===== config.mk =====
export PLATFORM = sky130hd
export DESIGN_NAME = bl_pwm
export DESIGN_NICKNAME = d
export VERILOG_FILES = /design/src/rtl/bl_pwm_pkg.sv /design/src/rtl/bl_pwm_regs.sv /design/src/rtl/bl_pwm_commit.sv /design/src/rtl/bl_pwm_core.sv /design/src/rtl/bl_pwm.sv
export SDC_FILE = /design/constraint.sdc
export NUM_CORES = 1
export LEC_CHECK = 0
export BUFFER_PORTS_ARGS = -buffer_cell sky130_fd_sc_hd__buf_2
export CAP_MARGIN = 30
export CORE_MARGIN = 5
export CORE_UTILIZATION = 60
export DETAILED_ROUTE_END_ITERATION = 8
export PLACE_DENSITY = 0.92
export SYNTH_ARGS = -nofsm -noshare
export SYNTH_HDL_FRONTEND = slang
export SYNTH_SLANG_ARGS = --single-unit

===== constraint.sdc =====
create_clock -name clk -period 10.6 [get_ports clk]
set_input_delay 0.53 -clock clk [delete_from_list [all_inputs] [get_ports clk]]
set_output_delay 0.53 -clock clk [all_outputs]
set_load 0.02 [all_outputs]

===== src/rtl/bl_pwm_pkg.sv =====
package bl_pwm_pkg;
    // register indices
    localparam int A_ENABLE = 0;
    localparam int A_CTRL0  = 1;
    localparam int A_CTRL1  = 2;
    localparam int A_COMMIT = 3;
    localparam int A_DEBUG  = 4;
    // field positions
    localparam int EN_BIT   = 0;
    localparam int SEL_BIT  = 1;
    localparam int POL_BIT  = 2;
    localparam int DIV_LSB  = 16;
    localparam int PER_LSB  = 0;
    localparam int HIGH_LSB = 16;

    typedef enum logic [1:0] {
        CM_IDLE  = 2'd0,
        CM_ARMED = 2'd1,
        CM_PEND  = 2'd2
    } cm_state_e;
endpackage


===== src/rtl/bl_pwm_regs.sv =====
module bl_pwm_regs
    import bl_pwm_pkg::*;
#(
    parameter int ADDR_W = 3,
    parameter int DATA_W = 32,
    parameter int DIV_W  = 10,
    parameter int CNT_W  = 12
) (
    input  logic              clk,
    input  logic              rst_n,
    input  logic              wr,
    input  logic              rd,
    input  logic [ADDR_W-1:0] addr,
    input  logic [DATA_W-1:0] wdata,
    output logic [DATA_W-1:0] rdata,
    output logic              en_o,
    output logic [DIV_W-1:0]  div_o,
    output logic [CNT_W-1:0]  per_o,
    output logic [CNT_W-1:0]  high_o,
    output logic              pol_o,
    output logic              sel_o,
    output logic              dbg_o,
    output logic              commit_set_o,
    output logic              commit_clr_o
);
    localparam logic [ADDR_W-1:0] AD_EN  = ADDR_W'(A_ENABLE);
    localparam logic [ADDR_W-1:0] AD_C0  = ADDR_W'(A_CTRL0);
    localparam logic [ADDR_W-1:0] AD_C1  = ADDR_W'(A_CTRL1);
    localparam logic [ADDR_W-1:0] AD_CM  = ADDR_W'(A_COMMIT);
    localparam logic [ADDR_W-1:0] AD_DBG = ADDR_W'(A_DEBUG);

    logic              en_q, pol_q, sel_q, dbg_q, cm_q;
    logic [DIV_W-1:0]  div_q;
    logic [CNT_W-1:0]  per_q, high_q;
    logic [DATA_W-1:0] rd_mux;

    always_ff @(posedge clk or negedge rst_n) begin
        if (!rst_n) begin
            en_q   <= 1'b0;
            pol_q  <= 1'b0;
            sel_q  <= 1'b0;
            dbg_q  <= 1'b0;
            cm_q   <= 1'b0;
            div_q  <= '0;
            per_q  <= '0;
            high_q <= '0;
        end else if (wr) begin
            case (addr)
                AD_EN:  en_q <= wdata[EN_BIT];
                AD_C0: begin
                    div_q <= wdata[DIV_LSB +: DIV_W];
                    pol_q <= wdata[POL_BIT];
                    sel_q <= wdata[SEL_BIT];
                end
                AD_C1: begin
                    per_q  <= wdata[PER_LSB +: CNT_W];
                    high_q <= wdata[HIGH_LSB +: CNT_W];
                end
                AD_CM:  cm_q  <= wdata[0];
                AD_DBG: dbg_q <= wdata[0];
                default: ;
            endcase
        end
    end

    assign commit_set_o = wr && (addr == AD_CM) &&  wdata[0];
    assign commit_clr_o = wr && (addr == AD_CM) && !wdata[0];

    always_comb begin
        rd_mux = '0;
        case (addr)
            AD_EN: rd_mux[EN_BIT] = en_q;
            AD_C0: begin
                rd_mux[EN_BIT]              = en_q;
                rd_mux[SEL_BIT]             = sel_q;
                rd_mux[POL_BIT]             = pol_q;
                rd_mux[DIV_LSB +: DIV_W]    = div_q;
            end
            AD_C1: begin
                rd_mux[PER_LSB +: CNT_W]    = per_q;
                rd_mux[HIGH_LSB +: CNT_W]   = high_q;
            end
            AD_CM:  rd_mux[0] = cm_q;
            AD_DBG: rd_mux[0] = dbg_q;
            default: ;
        endcase
    end

    always_ff @(posedge clk or negedge rst_n) begin
        if (!rst_n)  rdata <= '0;
        else if (rd) rdata <= rd_mux;
    end

    assign en_o   = en_q;
    assign div_o  = div_q;
    assign per_o  = per_q;
    assign high_o = high_q;
    assign pol_o  = pol_q;
    assign sel_o  = sel_q;
    assign dbg_o  = dbg_q;

    // enable state visible in CTRL0 bit 0 on readback
    p_en_read_r10: assert property (@(posedge clk) disable iff (!rst_n)
        (rd && addr == AD_C0) |=> (rdata[EN_BIT] == $past(en_q)));
endmodule


===== src/rtl/bl_pwm_commit.sv =====
module bl_pwm_commit
    import bl_pwm_pkg::*;
#(
    parameter int DIV_W = 10,
    parameter int CNT_W = 12
) (
    input  logic             clk,
    input  logic             rst_n,
    input  logic [DIV_W-1:0] sh_div,
    input  logic [CNT_W-1:0] sh_per,
    input  logic [CNT_W-1:0] sh_high,
    input  logic             sh_pol,
    input  logic             bypass,
    input  logic             en,
    input  logic             boundary,
    input  logic             commit_set,
    input  logic             commit_clr,
    output logic [DIV_W-1:0] eff_div,
    output logic [CNT_W-1:0] eff_per,
    output logic [CNT_W-1:0] eff_high,
    output logic             eff_pol
);
    cm_state_e        st_q, st_nxt;
    logic             xfer;
    logic [DIV_W-1:0] act_div;
    logic [CNT_W-1:0] act_per, act_high;
    logic             act_pol;

    always_ff @(posedge clk or negedge rst_n) begin
        if (!rst_n) st_q <= CM_IDLE;
        else        st_q <= st_nxt;
    end

    always_comb begin
        st_nxt = st_q;
        xfer   = 1'b0;
        unique case (st_q)
            CM_IDLE:  if (commit_set) st_nxt = CM_ARMED;
            CM_ARMED: if (commit_clr) st_nxt = CM_PEND;
            CM_PEND: begin
                if (boundary || !en) begin
                    st_nxt = CM_IDLE;
                    xfer   = 1'b1;
                end
            end
            default:  st_nxt = CM_IDLE;
        endcase
        if (bypass) begin
            st_nxt = CM_IDLE;
            xfer   = 1'b0;
        end
    end

    always_ff @(posedge clk or negedge rst_n) begin
        if (!rst_n) begin
            act_div  <= '0;
            act_per  <= '0;
            act_high <= '0;
            act_pol  <= 1'b0;
        end else if (bypass || xfer) begin
            act_div  <= sh_div;
            act_per  <= sh_per;
            act_high <= sh_high;
            act_pol  <= sh_pol;
        end
    end

    assign eff_div  = bypass ? sh_div  : act_div;
    assign eff_per  = bypass ? sh_per  : act_per;
    assign eff_high = bypass ? sh_high : act_high;
    assign eff_pol  = bypass ? sh_pol  : act_pol;

    // a pending commit waits while a cycle is running
    p_pend_wait_r8: assert property (@(posedge clk) disable iff (!rst_n)
        (st_q == CM_PEND && en && !boundary && !bypass) |=> (st_q == CM_PEND));

    // without a completed handshake the active set stays put
    p_shadow_ignored_r7: assert property (@(posedge clk) disable iff (!rst_n)
        (!bypass && st_q != CM_PEND) |=>
        (act_high == $past(act_high) && act_per == $past(act_per) &&
         act_div == $past(act_div) && act_pol == $past(act_pol)));
endmodule


===== src/rtl/bl_pwm_core.sv =====
module bl_pwm_core #(
    parameter int DIV_W = 10,
    parameter int CNT_W = 12
) (
    input  logic             clk,
    input  logic             rst_n,
    input  logic             en,
    input  logic [DIV_W-1:0] div,
    input  logic [CNT_W-1:0] per,
    input  logic [CNT_W-1:0] high,
    input  logic             pol,
    output logic             pwm_out,
    output logic             boundary
);
    logic [DIV_W-1:0] presc_q;
    logic [CNT_W-1:0] cyc_q;
    logic             tick, wrap, pwm_q;

    // >= keeps the counters bounded when a bypass write shrinks a limit
    assign tick     = en && (presc_q >= div);
    assign wrap     = tick && (cyc_q >= per);
    assign boundary = wrap;

    always_ff @(posedge clk or negedge rst_n) begin
        if (!rst_n) begin
            presc_q <= '0;
            cyc_q   <= '0;
            pwm_q   <= 1'b0;
        end else if (!en) begin
            presc_q <= '0;
            cyc_q   <= '0;
            pwm_q   <= pol;
        end else begin
            presc_q <= tick ? '0 : presc_q + DIV_W'(1);
            if (wrap)      cyc_q <= '0;
            else if (tick) cyc_q <= cyc_q + CNT_W'(1);
            pwm_q <= (cyc_q < high) ^ pol;
        end
    end

    assign pwm_out = pwm_q;

    // the cycle counter only moves on a prescaler tick
    p_tick_hold_r2: assert property (@(posedge clk) disable iff (!rst_n)
        (en && !tick) |=> (!en || cyc_q == $past(cyc_q)));

    // disabled generator sits at the inactive level
    p_idle_level_r6: assert property (@(posedge clk) disable iff (!rst_n)
        (!en) |=> (pwm_out == $past(pol)));

    // zero high width never drives the active level
    p_high_zero_r4: assert property (@(posedge clk) disable iff (!rst_n)
        (en && high == '0) |=> (pwm_out == $past(pol)));
endmodule


===== src/rtl/bl_pwm.sv =====
module bl_pwm #(
    parameter int ADDR_W = 3,
    parameter int DATA_W = 32,
    parameter int DIV_W  = 10,
    parameter int CNT_W  = 12
) (
    input  logic              clk,
    input  logic              rst_n,
    input  logic              reg_wr,
    input  logic              reg_rd,
    input  logic [ADDR_W-1:0] reg_addr,
    input  logic [DATA_W-1:0] reg_wdata,
    output logic [DATA_W-1:0] reg_rdata,
    output logic              pwm_out
);
    logic             en, pol, sel, dbg, cset, cclr, bypass, boundary;
    logic [DIV_W-1:0] sh_div, eff_div;
    logic [CNT_W-1:0] sh_per, sh_high, eff_per, eff_high;
    logic             eff_pol;

    bl_pwm_regs #(.ADDR_W(ADDR_W), .DATA_W(DATA_W), .DIV_W(DIV_W), .CNT_W(CNT_W)) u_regs (
        .clk(clk), .rst_n(rst_n), .wr(reg_wr), .rd(reg_rd), .addr(reg_addr),
        .wdata(reg_wdata), .rdata(reg_rdata), .en_o(en), .div_o(sh_div),
        .per_o(sh_per), .high_o(sh_high), .pol_o(pol), .sel_o(sel), .dbg_o(dbg),
        .commit_set_o(cset), .commit_clr_o(cclr)
    );

    assign bypass = dbg && sel;

    bl_pwm_commit #(.DIV_W(DIV_W), .CNT_W(CNT_W)) u_commit (
        .clk(clk), .rst_n(rst_n), .sh_div(sh_div), .sh_per(sh_per),
        .sh_high(sh_high), .sh_pol(pol), .bypass(bypass), .en(en),
        .boundary(boundary), .commit_set(cset), .commit_clr(cclr),
        .eff_div(eff_div), .eff_per(eff_per), .eff_high(eff_high), .eff_pol(eff_pol)
    );

    bl_pwm_core #(.DIV_W(DIV_W), .CNT_W(CNT_W)) u_core (
        .clk(clk), .rst_n(rst_n), .en(en), .div(eff_div), .per(eff_per),
        .high(eff_high), .pol(eff_pol), .pwm_out(pwm_out), .boundary(boundary)
    );
endmodule


==> results.sh, run 1 <==
export IMPL_status="finished, final reports clean"
export IMPL_final_common_cell="dfrtp_1"
export IMPL_syn_area_per_cell_um2=12.1
export IMPL_layout_common_cells="dfrtp_1 (123), buf_2 (54), mux2_2 (48), nor2_1 (39)"
export IMPL_finalPower_w=0.00172
export IMPL_fin_crit_sh_pct=39.1
export IMPL_fin_util_pct=70.0
export IMPL_synth_distinct_cells=44
export IMPL_min_path_type="in2async"
export IMPL_start_util_pct=61.4
export IMPL_drtPass1Iterations=5
export IMPL_groute_usage_overall_pct=25.8
export IMPL_holdWs_ns=0.0828
export IMPL_synth_edf_count=0
export IMPL_ys_ff_latch=123
export IMPL_portBuffers=55
export IMPL_viasPerCell=6.27
export IMPL_ys_async_sr_fraction_pct=100
export IMPL_htree_levels=4
export IMPL_reg2reg_depth=11
export IMPL_routedWlPerCell_um=21.4
export IMPL_slew_headroom_pct=38.1
export IMPL_tightest_slew_ns=0.929
export IMPL_skew_ns=0.0127
export IMPL_final_nets=653
export IMPL_dp_slack_ns=6.57
export IMPL_overflow=0
export IMPL_p_leak_nw=3.62
export IMPL_drt_iter0_drc=483
export IMPL_synthFlopType="dfrtp_1"
export IMPL_cts_resized=0
export IMPL_period_needed_ns=4.14
export IMPL_grt_pass1_vias=5036
export IMPL_critPathMaxFanout=35
export IMPL_cp_required_ns=11.01
export IMPL_cts_tree="built"
export IMPL_rsz0062_at_grt="no"
export IMPL_drv_slew=0
export IMPL_cts_setup_buffers=0
export IMPL_clock_latency_ns=0.54
export IMPL_grt_max_degree=68
export IMPL_drive_above_1_share_pct=28.9
export IMPL_setup_worst_path_start_class="flip-flop"
export IMPL_cts_buffers=17
export IMPL_r2r_end="u_commit.act_high[1]"
export IMPL_yosysWarnings=0
export IMPL_rows=37
export IMPL_antenna_left=0
export IMPL_grt_antenna_before_repair=0
export IMPL_clockRootBuffer="clkbuf_8"
export IMPL_drt_total_wl_um=15500
export IMPL_r2r_slack_ns=6.46
export IMPL_cp_end_kind="flip-flop"
export IMPL_pin_count=72
export IMPL_fin_setup_tns_ns=0
export IMPL_place_congestion=0.875
export IMPL_vias=4557
export IMPL_power_density_nw_per_um2=239
export IMPL_ys_seq_area_share_pct=48.7
export IMPL_path_clk_slew_ns=0.06
export IMPL_hold_viol_final=0
export IMPL_finalSetupViolCount=0
export IMPL_grt_pass1_wl_um=25800
export IMPL_irDropWorstVdd_v=0.000169
export IMPL_diodes=0
export IMPL_synth_cells=524
export IMPL_die_h_um=113
export IMPL_clock_fmax_ghz=0.241
export IMPL_worstPathArrival_ns=4.56
export IMPL_syn2layout_area_growth_pct=13.9
export IMPL_drc=0
export IMPL_die_w_um=113
export IMPL_die_area_um2=12700
export IMPL_cts_num_sinks=123
export IMPL_critPathKind="reg2reg"
export IMPL_synth_area_um2=6310
export IMPL_dp_hpwl_um=9320
export IMPL_core_um2=10300
export IMPL_hold_buffers=0
export IMPL_maxCapViolCount=0
export IMPL_setup_slack_ns=6.46
export IMPL_worstReg2RegStart="u_regs.dbg_o"
export IMPL_clock_path_buffers=2
## logic make-up after synthesis
family | count (synthesis) | synth area share, %
mux | 113 | 21.2
other cells | 1 | 0.0594
xor+xnor | 9 | 1.25
fa+ha+maj | 35 | 6.93
simple gates | 107 | 8.40
flops | 123 | 48.7
buf+inv | 48 | 4.20
compound gates | 88 | 9.17
## flip-flops by register name, summed over array words and instances, names as in the netlist
| register | cells |
|---|---|
| u_commit.act_div | 10 |
| u_core.pwm_out | 1 |
| u_regs.en_o | 1 |
| u_core.presc_q | 10 |
| u_commit.act_per | 12 |
| u_commit.act_high | 12 |
| u_regs.per_o | 12 |
| u_commit.st_q | 2 |
| u_regs.high_o | 12 |
| u_core.cyc_q | 12 |
| u_commit.act_pol | 1 |
| u_regs.sel_o | 1 |
| u_regs.div_o | 10 |
| u_regs.dbg_o | 1 |
| u_regs.cm_q | 1 |
| u_regs.rdata | 24 |
| u_regs.pol_o | 1 |
## per-stage QoR
| step | area (um2) | cells |
|---|---|---|
| after global placement | 6630 | 696 |
| after CTS | 7190 | 727 |
| after floorplan | 6340 | 531 |
| after detailed placement | 6630 | 696 |
| after global routing | 7190 | 727 |
| final | 7190 | 727 |
## cell usage after synthesis, types with 5 or more instances
master | count | area share, %
and3_1 | 7 | 0.69
nand3_1 | 22 | 1.7
dfrtp_1 | 123 | 49
nand2_1 | 10 | 0.59
mux2_2 | 48 | 8.6
a21o_1 | 8 | 0.95
nand4_1 | 5 | 0.50
o21ai_0 | 25 | 2.0
buf_2 | 5 | 0.40
ha_1 | 35 | 6.9
mux2i_1 | 35 | 5.5
inv_1 | 16 | 0.95
clkbuf_1 | 14 | 0.83
a21oi_1 | 19 | 1.5
mux2_4 | 30 | 7.1
buf_4 | 8 | 0.95
nor2_1 | 39 | 2.3
nor2b_1 | 8 | 0.79
a22oi_1 | 12 | 1.4
xor2_1 | 5 | 0.69
a22o_1 | 7 | 0.97
## layout make-up
class                      instances  area [um2]
clock buffer                      23         467
clock inverter                     8        92.6
fill                             666        3080
inverter                          16        60.1
multi-input combinational        360        3000
sequential                       123        3080
tap                              136         170
timing repair buffer              61         323
## per-layer routing
metal / vias up / GRT usage [%] / part of all wire [%]
li1: 1987 / - / -
met1: 2282 / 31.4 / 39
met2: 222 / 43.0 / 51
met3: 66 / 6.47 / 6.5
met4: 0 / 12.2 / 3.7
met5: - / 0 / 0
## worst max-delay path, stage by stage, from the launching register on
cell      delay (ns)
dfrtp_1         0.40
nand2_1         0.09
buf_4           0.48
mux2i_1         0.30
ha_1            0.29
a21o_1          0.18
a211oi_1        0.26
o21ai_0         0.18
a21o_1          0.54
a31oi_4         0.26
buf_4           0.59
mux2_2          0.41
## worst max path at each step
| stage | to | depth (start not counted) | slack [ns] | from |
|---|---|---|---|---|
| 2_1_floorplan | u_commit.act_div[0] | 12 | 7.22 | u_regs.dbg_o |
| 3_3_place_gp | u_commit.act_per[8] | 11 | 6.80 | u_regs.dbg_o |
| 3_5_place_dp | u_commit.act_high[1] | 11 | 6.57 | u_regs.dbg_o |
| 4_1_cts | u_commit.act_high[1] | 11 | 6.52 | u_regs.dbg_o |
| 5_1_grt | u_commit.act_high[1] | 11 | 6.38 | u_regs.dbg_o |
| 6_report | u_commit.act_high[1] | 11 | 6.46 | u_regs.dbg_o |
## power breakdown
part,switching (W),internal (W)
Sequential,0.000100,0.000587
Clock,0.000203,0.000350
Combinational,0.000234,0.000245
Total,0.000538,0.00118
(Power assumes the default switching activity.)
==> inputs of run 2 (changes only) <==
CORE_UTILIZATION = 59   (was 60)
PLACE_DENSITY = 0.9   (was 0.92)
clock period = 4.2 ns   (was 10.6 ns; I/O delays follow)
==> results.sh, run 2 (synthesis gave the netlist of run 1 again) <==
export IMPL_status="finished, final reports clean"
export IMPL_drtPass1Iterations=5
export IMPL_rows=37
export IMPL_finish_instance_area_um2=7560
export IMPL_rsz0062_at_grt="no"
export IMPL_fin_crit_sh_pct=86.3
export IMPL_irDropWorstVdd_v=0.000409
export IMPL_layout_common_cells="dfrtp_1 (123), buf_2 (54), mux2_2 (48), nor2_1 (39)"
export IMPL_setup_worst_path_start_class="flip-flop"
export IMPL_clock_path_buffers=2
export IMPL_grt_max_degree=51
export IMPL_start_util_pct=60.9
export IMPL_vias=4680
export IMPL_regMostFlops="u_regs.rdata"
export IMPL_clock_latency_ns=0.54
export IMPL_syn2layout_area_growth_pct=19.7
export IMPL_r2r_slack_ns=0.58
export IMPL_cp_cell_sequence="and2_1, mux2_2, ha_1, nand2b_1, a31oi_1, o31ai_1, a21o_2, a31oi_4, buf_4, mux2_2"
export IMPL_viasPerCell=6.17
export IMPL_antenna_left=0
export IMPL_worstHoldPathCells=3
export IMPL_die_h_um=113
export IMPL_cpMaxStageDelayCell="and2_1"
export IMPL_drv_slew=0
export IMPL_worstPathArrival_ns=4.05
export IMPL_power_density_nw_per_um2=598
export IMPL_die_area_um2=12900
export IMPL_slew_headroom_pct=41.9
export IMPL_grt_pass1_vias=5117
export IMPL_hp_start="reg_wr"
export IMPL_place_congestion=0.886
export IMPL_holdWs_ns=0.0548
export IMPL_holdPathEnd="u_regs.dbg_o"
export IMPL_n_fill_cell=604
export IMPL_clock_fmax_ghz=0.276
export IMPL_cts_buffers=17
export IMPL_groute_usage_overall_pct=26.1
export IMPL_die_w_um=113
export IMPL_pin_count=72
export IMPL_drt_total_wl_um=15800
export IMPL_portBuffers=55
export IMPL_p_leak_nw=3.77
export IMPL_max_stage_delay_ns=0.54
export IMPL_r2r_end="u_commit.act_high[1]"
export IMPL_final_nets=683
export IMPL_grt_antenna_before_repair=0
export IMPL_cts_num_sinks=123
export IMPL_min_path_type="in2reg"
export IMPL_critPathMaxFanout=25
export IMPL_cts_tree="built"
export IMPL_routedWlPerCell_um=20.9
export IMPL_period_needed_ns=3.62
export IMPL_skew_ns=0.00741
export IMPL_path_clk_slew_ns=0.06
export IMPL_finalSetupViolCount=0
export IMPL_cts_setup_buffers=0
export IMPL_final_common_cell="dfrtp_1"
export IMPL_drc=0
export IMPL_maxCapViolCount=0
export IMPL_tightest_slew_ns=0.872
export IMPL_cpMostUsedCell="mux2_2"
export IMPL_overflow=0
export IMPL_worstReg2RegStart="u_regs.sel_o"
export IMPL_grt_pass1_wl_um=26100
export IMPL_placed_area_um2=6680
export IMPL_core_um2=10400
export IMPL_reg2reg_depth=10
export IMPL_drive_above_1_share_pct=28.9
export IMPL_hold_viol_final=0
export IMPL_cp_required_ns=4.63
export IMPL_clockRootBuffer="clkbuf_8"
export IMPL_cts_resized=0
export IMPL_htree_levels=4
export IMPL_cp_end_kind="flip-flop"
export IMPL_critPathKind="reg2reg"
export IMPL_drt_iter0_drc=429
export IMPL_fin_setup_tns_ns=0
export IMPL_diodes=0
export IMPL_dp_hpwl_um=9570
export IMPL_largest_reg_flops=24
==> run 2: cell count changes in the layout (fill, tap and decap cells not counted) <==
cell and delta:
buf_4 +4, buf_8 +1, bufinv_16 +2, clkbuf_1 -3
clkbuf_8 -3, clkinv_2 -5, clkinv_4 +5, clkinvlp_4 +1
dlygate4sd3_1 +25, inv_6 +4
==> run 2: metrics by stage <==
step,utilization [%],worst slack (ns),cells,total power [W]
floorplan,-,0.820,531,0.00256
global placement,64.3,0.805,700,0.00277
detailed placement,64.4,0.732,701,0.00288
CTS,72.9,0.649,758,0.00448
global route,72.9,0.434,758,0.00473
finish,72.9,0.576,758,0.00452
==> run 2: power breakdown <==
part	total, W	internal (W)	switching, W	leakage [nW]
combinational	0.00124	0.000643	0.000599	1.92
clock	0.00155	0.000975	0.000572	0.300
sequential	0.00173	0.00148	0.000251	1.55
total	0.00452	0.00310	0.00142	3.77
==> run 2: layer usage <==
metal,up-vias,part of all wire [%],GRT usage [%],wire length [um]
li1,2053,-,-,-
met1,2342,40,32.1,6350
met2,229,50,43.2,7940
met3,56,6.2,7.06,975
met4,0,3.4,11.5,541
met5,-,0,0,0
==> run 2: worst max path at each step <==
| stage | startpoint | to | cells past startpoint |
|---|---|---|---|
| floorplan | u_regs.dbg_o | u_commit.act_div[0] | 12 |
| global placement | u_regs.dbg_o | u_commit.act_high[1] | 10 |
| global route | u_regs.sel_o | u_commit.act_high[1] | 10 |
| CTS | u_regs.sel_o | u_commit.act_high[1] | 10 |
| finish | u_regs.sel_o | u_commit.act_high[1] | 10 |
| detailed placement | u_regs.sel_o | u_commit.act_high[1] | 10 |
==> run 2: cell type report <==
class	count	area (um2)	share of cell area, %
Sequential cell	123	3080	40.7
Multi-Input combinational cell	360	3000	39.7
Timing Repair Buffer	91	618	8.18
Clock buffer	17	414	5.48
Clock inverter	15	214	2.83
Tap cell	136	170	2.25
Inverter	16	60.1	0.795
==> run 2: critical path: cells and delay by family (launching register included) <==
family / cells / cell delay (ns)
adders and majority gates: 1 / 0.29
muxes: 2 / 0.80
and+or+nand+nor: 2 / 0.70
DFF: 1 / 0.40
AOI/OAI and AO/OA: 4 / 0.86
buffers and inverters: 1 / 0.46
==> run 2: timing repair <==
action	CTS	global route
hold buffers	25	0
endpoints found under the hold margin	87	0
setup endpoints to repair	0	0
